[config.mk]
export PLATFORM = sky130hd
export DESIGN_NAME = sel_arith_unit
export DESIGN_NICKNAME = d
export VERILOG_FILES = /design/src/rtl/sau_pkg.sv /design/src/rtl/cla_group4.sv /design/src/rtl/cla_chain.sv /design/src/rtl/array_mult.sv /design/src/rtl/mag_compare.sv /design/src/rtl/sel_arith_unit.sv
export SDC_FILE = /design/constraint.sdc
export NUM_CORES = 1
export LEC_CHECK = 0
export ABC_AREA = 1
export BUFFER_PORTS_ARGS = -buffer_cell sky130_fd_sc_hd__clkbuf_2
export CORE_ASPECT_RATIO = 2
export CORE_MARGIN = 2
export CORE_UTILIZATION = 30
export DETAILED_ROUTE_END_ITERATION = 7
export PLACE_DENSITY = 0.46
export SYNTH_ARGS = -nofsm -noshare
export SYNTH_HDL_FRONTEND = slang
export SYNTH_SLANG_ARGS = --single-unit
[constraint.sdc]
create_clock -name vclk -period 8.2
set_input_delay 0.41 -clock vclk [all_inputs]
set_output_delay 0.41 -clock vclk [all_outputs]
set_load 0.03 [all_outputs]
[src/rtl/sau_pkg.sv]
`timescale 1ns/1ps
package sau_pkg;
  localparam int unsigned OPND_W  = 8;
  localparam int unsigned RES_W   = 2 * OPND_W;
  localparam int unsigned GROUP_W = 4;

  typedef enum logic [1:0] {
    FN_ADD  = 2'b00,
    FN_MUL  = 2'b01,
    FN_CMP  = 2'b10,
    FN_ZERO = 2'b11
  } fn_code_t;
endpackage

[src/rtl/cla_group4.sv]
`timescale 1ns/1ps
module cla_group4 (
  input  logic [3:0] x,
  input  logic [3:0] y,
  input  logic       c_in,
  output logic [3:0] sum,
  output logic       c_out
);
  logic [3:0] prop;
  logic [3:0] gen;
  logic [4:0] cy;

  for (genvar k = 0; k < 4; k++) begin : g_bit
    assign prop[k] = x[k] ^ y[k];
    assign gen[k]  = x[k] & y[k];
    assign sum[k]  = prop[k] ^ cy[k];
  end

  // Two-level lookahead: every carry comes straight from c_in, prop and gen
  assign cy[0] = c_in;
  assign cy[1] = gen[0] | (prop[0] & c_in);
  assign cy[2] = gen[1] | (prop[1] & gen[0]) | (prop[1] & prop[0] & c_in);
  assign cy[3] = gen[2] | (prop[2] & gen[1]) | (prop[2] & prop[1] & gen[0])
               | (prop[2] & prop[1] & prop[0] & c_in);
  assign cy[4] = gen[3] | (prop[3] & gen[2]) | (prop[3] & prop[2] & gen[1])
               | (prop[3] & prop[2] & prop[1] & gen[0])
               | (prop[3] & prop[2] & prop[1] & prop[0] & c_in);
  assign c_out = cy[4];
endmodule

[src/rtl/cla_chain.sv]
`timescale 1ns/1ps
module cla_chain #(
  parameter int unsigned W = 8
) (
  input  logic [W-1:0] x,
  input  logic [W-1:0] y,
  input  logic         c_in,
  output logic [W-1:0] sum,
  output logic         c_out
);
  localparam int unsigned NGRP = W / sau_pkg::GROUP_W;

  logic [NGRP:0] link;
  assign link[0] = c_in;

  for (genvar gi = 0; gi < NGRP; gi++) begin : g_grp
    cla_group4 u_grp (
      .x    (x[gi*4 +: 4]),
      .y    (y[gi*4 +: 4]),
      .c_in (link[gi]),
      .sum  (sum[gi*4 +: 4]),
      .c_out(link[gi+1])
    );
  end
  assign c_out = link[NGRP];

  always_comb begin
    if (y == '0 && c_in == 1'b0) begin
      AST_ADD_IDENTITY: assert (sum == x && c_out == 1'b0)
        else $error("adder identity broken");
    end
  end
endmodule

[src/rtl/array_mult.sv]
`timescale 1ns/1ps
module array_mult #(
  parameter int unsigned W = 8
) (
  input  logic [W-1:0]   mcand,
  input  logic [W-1:0]   mplier,
  output logic [2*W-1:0] prod
);
  logic [W-1:0] pp   [W];
  logic [W-1:0] row  [W];
  logic         rcy  [W];

  for (genvar i = 0; i < W; i++) begin : g_pp
    for (genvar j = 0; j < W; j++) begin : g_and
      assign pp[i][j] = mcand[j] & mplier[i];
    end
  end

  assign row[0]  = pp[0];
  assign rcy[0]  = 1'b0;
  assign prod[0] = row[0][0];

  for (genvar i = 1; i < W; i++) begin : g_row
    cla_chain #(.W(W)) u_row (
      .x    ({rcy[i-1], row[i-1][W-1:1]}),
      .y    (pp[i]),
      .c_in (1'b0),
      .sum  (row[i]),
      .c_out(rcy[i])
    );
    assign prod[i] = row[i][0];
  end

  assign prod[2*W-1:W] = {rcy[W-1], row[W-1][W-1:1]};

  always_comb begin
    if (mplier == W'(1)) begin
      AST_MUL_UNIT: assert (prod == {{W{1'b0}}, mcand})
        else $error("multiply by one broken");
    end
    if (mplier == '0 || mcand == '0) begin
      AST_MUL_ZERO: assert (prod == '0)
        else $error("multiply by zero broken");
    end
  end
endmodule

[src/rtl/mag_compare.sv]
`timescale 1ns/1ps
module mag_compare #(
  parameter int unsigned W = 8
) (
  input  logic [W-1:0] x,
  input  logic [W-1:0] y,
  output logic         x_gt,
  output logic         x_eq,
  output logic         x_lt
);
  logic [W:0]   same_above;
  logic [W-1:0] gt_at;
  logic [W-1:0] lt_at;

  assign same_above[W] = 1'b1;
  for (genvar i = W - 1; i >= 0; i--) begin : g_bit
    assign same_above[i] = same_above[i+1] & ~(x[i] ^ y[i]);
    assign gt_at[i]      = same_above[i+1] & x[i] & ~y[i];
    assign lt_at[i]      = same_above[i+1] & ~x[i] & y[i];
  end

  assign x_gt = |gt_at;
  assign x_lt = |lt_at;
  assign x_eq = same_above[0];

  always_comb begin
    AST_CMP_ONEHOT: assert ($countones({x_gt, x_eq, x_lt}) == 1)
      else $error("compare flags not one-hot");
    AST_CMP_EQUAL: assert (x_eq == (x == y))
      else $error("equal flag wrong");
  end
endmodule

[src/rtl/sel_arith_unit.sv]
`timescale 1ns/1ps
module sel_arith_unit
  import sau_pkg::*;
(
  input  logic [OPND_W-1:0] opnd_a,
  input  logic [OPND_W-1:0] opnd_b,
  input  logic [1:0]        op_sel,
  output logic [RES_W-1:0]  result
);
  localparam int unsigned PAD_ADD = RES_W - OPND_W - 1;
  localparam int unsigned PAD_CMP = RES_W - 3;

  logic [OPND_W-1:0] add_sum;
  logic              add_cy;
  logic [RES_W-1:0]  mul_prod;
  logic              c_gt, c_eq, c_lt;
  fn_code_t          fn;

  assign fn = fn_code_t'(op_sel);

  cla_chain #(.W(OPND_W)) u_add (
    .x    (opnd_a),
    .y    (opnd_b),
    .c_in (1'b0),
    .sum  (add_sum),
    .c_out(add_cy)
  );

  array_mult #(.W(OPND_W)) u_mul (
    .mcand (opnd_a),
    .mplier(opnd_b),
    .prod  (mul_prod)
  );

  mag_compare #(.W(OPND_W)) u_cmp (
    .x   (opnd_a),
    .y   (opnd_b),
    .x_gt(c_gt),
    .x_eq(c_eq),
    .x_lt(c_lt)
  );

  always_comb begin
    unique case (fn)
      FN_ADD:  result = {{PAD_ADD{1'b0}}, add_cy, add_sum};
      FN_MUL:  result = mul_prod;
      FN_CMP:  result = {{PAD_CMP{1'b0}}, c_gt, c_eq, c_lt};
      default: result = '0;
    endcase
  end

  always_comb begin
    if (fn == FN_ADD) begin
      AST_ADD_PAD: assert (result[RES_W-1:OPND_W+1] == '0)
        else $error("add padding not zero");
    end
    if (fn == FN_CMP) begin
      AST_CMP_PAD: assert (result[RES_W-1:3] == '0 && $countones(result) == 1)
        else $error("compare field malformed");
    end
    if (fn == FN_ZERO) begin
      AST_IDLE_ZERO: assert (result == '0)
        else $error("idle code not zero");
    end
  end
endmodule

==> summary.md <==
| Metric | Value |
|---|---|
| Status | `finished with violations` |
| Violated checks | `setup timing` |
| Routed WL | `about 10000 µm` |
| Final min period | `roughly 8.6 ns` |
| Worst EP required | `7.79 ns` |
| Synthesized area per cell | `just under 6 µm²` |
| Max-slew headroom | `about 76%` |
| Actual slew at the worst max-slew pin | `~0.35 ns` |
| Register Area | `0 µm²` |
| Core area | `between 10000 and 15000 µm²` |
| DR vias | `approximately 3800` |
| Final WS setup | `-0.424 ns` |
| Final Hold Viols | `0` |
| Finish-stage setup viols | `5` |
| Synth area leader | `ha_1` |
| ANT cells | `0` |
| Util after Layout | `between 40% and 50%` |
| Total global routing overflow | `0` |
| DRC viols | `0` |
| Nets | `772` |
| Compound-Gate Fraction of Synth Area | `a little under a tenth` |
| Commonest non-fill, non-tap cell in the layout | `nand2_1` |
| Die area | `between 10000 and 15000 µm²` |
| CP endpoint kind | `primary output` |
| RSZ-0062 raised after global routing | `true` |
| Largest family of logic cells by synthesized area | `simple AND/OR/NAND/NOR gates` |
| Max Fclk | `116 MHz` |
| Initial Util | `a little under a third` |
| Vias in the first global route | `~3800` |
| Drt pass-1 iters | `4` |
| Largest net degree at the start of global routing | `15` |
| Leak pwr | `roughly 2.9 nW` |
| CP max FO | `4` |
| Post-route cell area | `4540 µm²` |
| Pwr per Cell Area | `308 nW/µm²` |
| Cell Area, Placed | `about 4300 µm²` |
| Most frequent cells in the layout | `nand2_1 (163), inv_1 (121), buf_4 (69)` |
| I/O Buffers | `34` |
| Post-route ant nets | `0` |
| Die Span Y | `around 160 µm` |
| # clk buffers | `0` |
| Hold buffers post-CTS | `0` |
| Final GP Congestion | `0.865` |
| Row count | `55` |
| Chip width | `79.9 µm` |
| Share of layout cells above drive strength 1 | `between 20 and 25%` |
| CP max stage delay | `roughly 0.55 ns` |
| Post-synthesis mux area share | `0%` |
| Yosys top cell area share | `between 20% and 30%` |
| GRT Overall Usage | `17.1%` |
| Synth Area in Adders | `around a third` |
| Initial antenna violation count | `0` |
| Syn Nets | `approximately 700` |
| Seq/Total Area, Yosys | `0%` |
| P&R area growth vs syn | `31.4%` |
| FF+latch count | `0` |
| DRT iter0 DRCs | `around 130` |
| Slew Viols, Final | `0` |
| Warnings from Yosys | `0` |
| Worst EP arrival | `about 8.2 ns` |
| Max VDD drop | `0.383 mV` |
| Max cap viols | `0` |
| Most frequent CP cell | `inv_2` |
| Power Total | `0.00140 W` |
| Setup Crit Path Kind | `in2out` |
| Cell Area, Synth | `3460 µm²` |
| Syn Inst Count | `roughly 600` |
| Via density | `4.70` |
| Final period utilization | `105%` |
| CP max-delay cell | `fa_1` |
| Number of distinct library cells after synthesis | `31` |
| XOR/XNOR share of the synthesized area | `under 10%` |
| Top Ports | `34` |
| Global-route wire length before repair | `~17000 µm` |
| Synth Area in Simple Gates | `around 35%` |
| Area contributors post-synth | `ha_1 (24%), nand2_1 (19%), inv_1 (14%)` |
| Hold Path Class | `in2out` |
| Final HPWL DP | `between 9000 and 10000 µm` |
| Startpoint types | `input port` |
| DR WL/cell | `about 13 µm` |
logic make-up (layout without fill, tap and decap cells):
kind of cell             Yosys count  count (layout)
AND/OR/NAND/NOR                  273             273
buffers and inverters            152             236
AO/OA/AOI/OAI                     59              59
XOR/XNOR                          22              22
adder cells (fa/ha/maj)           81              81
cell usage after synthesis (all sizes together):
| cell | number |
|---|---|
| clkbuf | 2 |
| xnor2 | 10 |
| nand4 | 10 |
| o21a | 2 |
| nand3 | 62 |
| inv | 134 |
| nand3b | 3 |
| nand2 | 174 |
| a21oi | 41 |
| xor2 | 12 |
| a31oi | 2 |
| and3 | 4 |
| o21bai | 1 |
| buf | 16 |
| ha | 66 |
| fa | 15 |
| a21o | 2 |
| or2 | 2 |
| and2 | 2 |
| nor2 | 14 |
| a21boi | 4 |
| nor3 | 2 |
| o21ai | 7 |
report_power, final:
group | switching (W) | leakage, nW | total (W) | internal, W
registers | 0 | 0 | 0 | 0
clock network | 0 | 0 | 0 | 0
logic | 0.000743 | 2.88 | 0.00140 | 0.000657
per-stage QoR:
step | setup TNS [ns] | hold slack, ns | setup WS [ns] | cells
after floorplan | -0.444 | 1.06 | -0.233 | 587
after global placement | -1.84 | 1.25 | -0.529 | 807
after detailed placement | -2.67 | 1.25 | -0.653 | 807
after CTS | -1.88 | 1.25 | -0.498 | 813
after global routing | -3.65 | 1.28 | -0.753 | 813
final | -1.56 | 1.24 | -0.424 | 813
metal layers:
| layer | share of wire, % | track usage [%] | vias to the layer above |
|---|---|---|---|
| li1 | - | - | 2003 |
| met1 | 36 | 16.8 | 1761 |
| met2 | 59 | 36.9 | 42 |
| met3 | 1.6 | 0.463 | 14 |
| met4 | 2.6 | 3.95 | 0 |
| met5 | 0 | 0 | - |
repair_timing:
action | in CTS | in global routing
gates resized for setup | 24 | 24
buffers inserted | 6 | 0
pin swaps | 4 | 7
endpoints found under the hold margin | 0 | 0
setup endpoints to repair | 6 | 6
worst paths after layout:
path / startpoint / endpoint / cells past startpoint
min: op_sel[0] / result[0] / 5
max: opnd_a[3] / result[11] / 44
layout make-up:
type / count / area (µm²)
fillers: 1281 / 6740
multi-input cells: 435 / 3090
inverters: 134 / 505
well taps: 142 / 178
repair buffers: 102 / 767
critical path: cells and delay by family:
family | cells | cell delay (ns)
AO/OA/AOI/OAI | 2 | 0.27
buffers and inverters | 13 | 0.78
adder cells (fa/ha/maj) | 14 | 5.38
AND/OR/NAND/NOR | 15 | 1.38
Power figures use the tool's default switching activity.
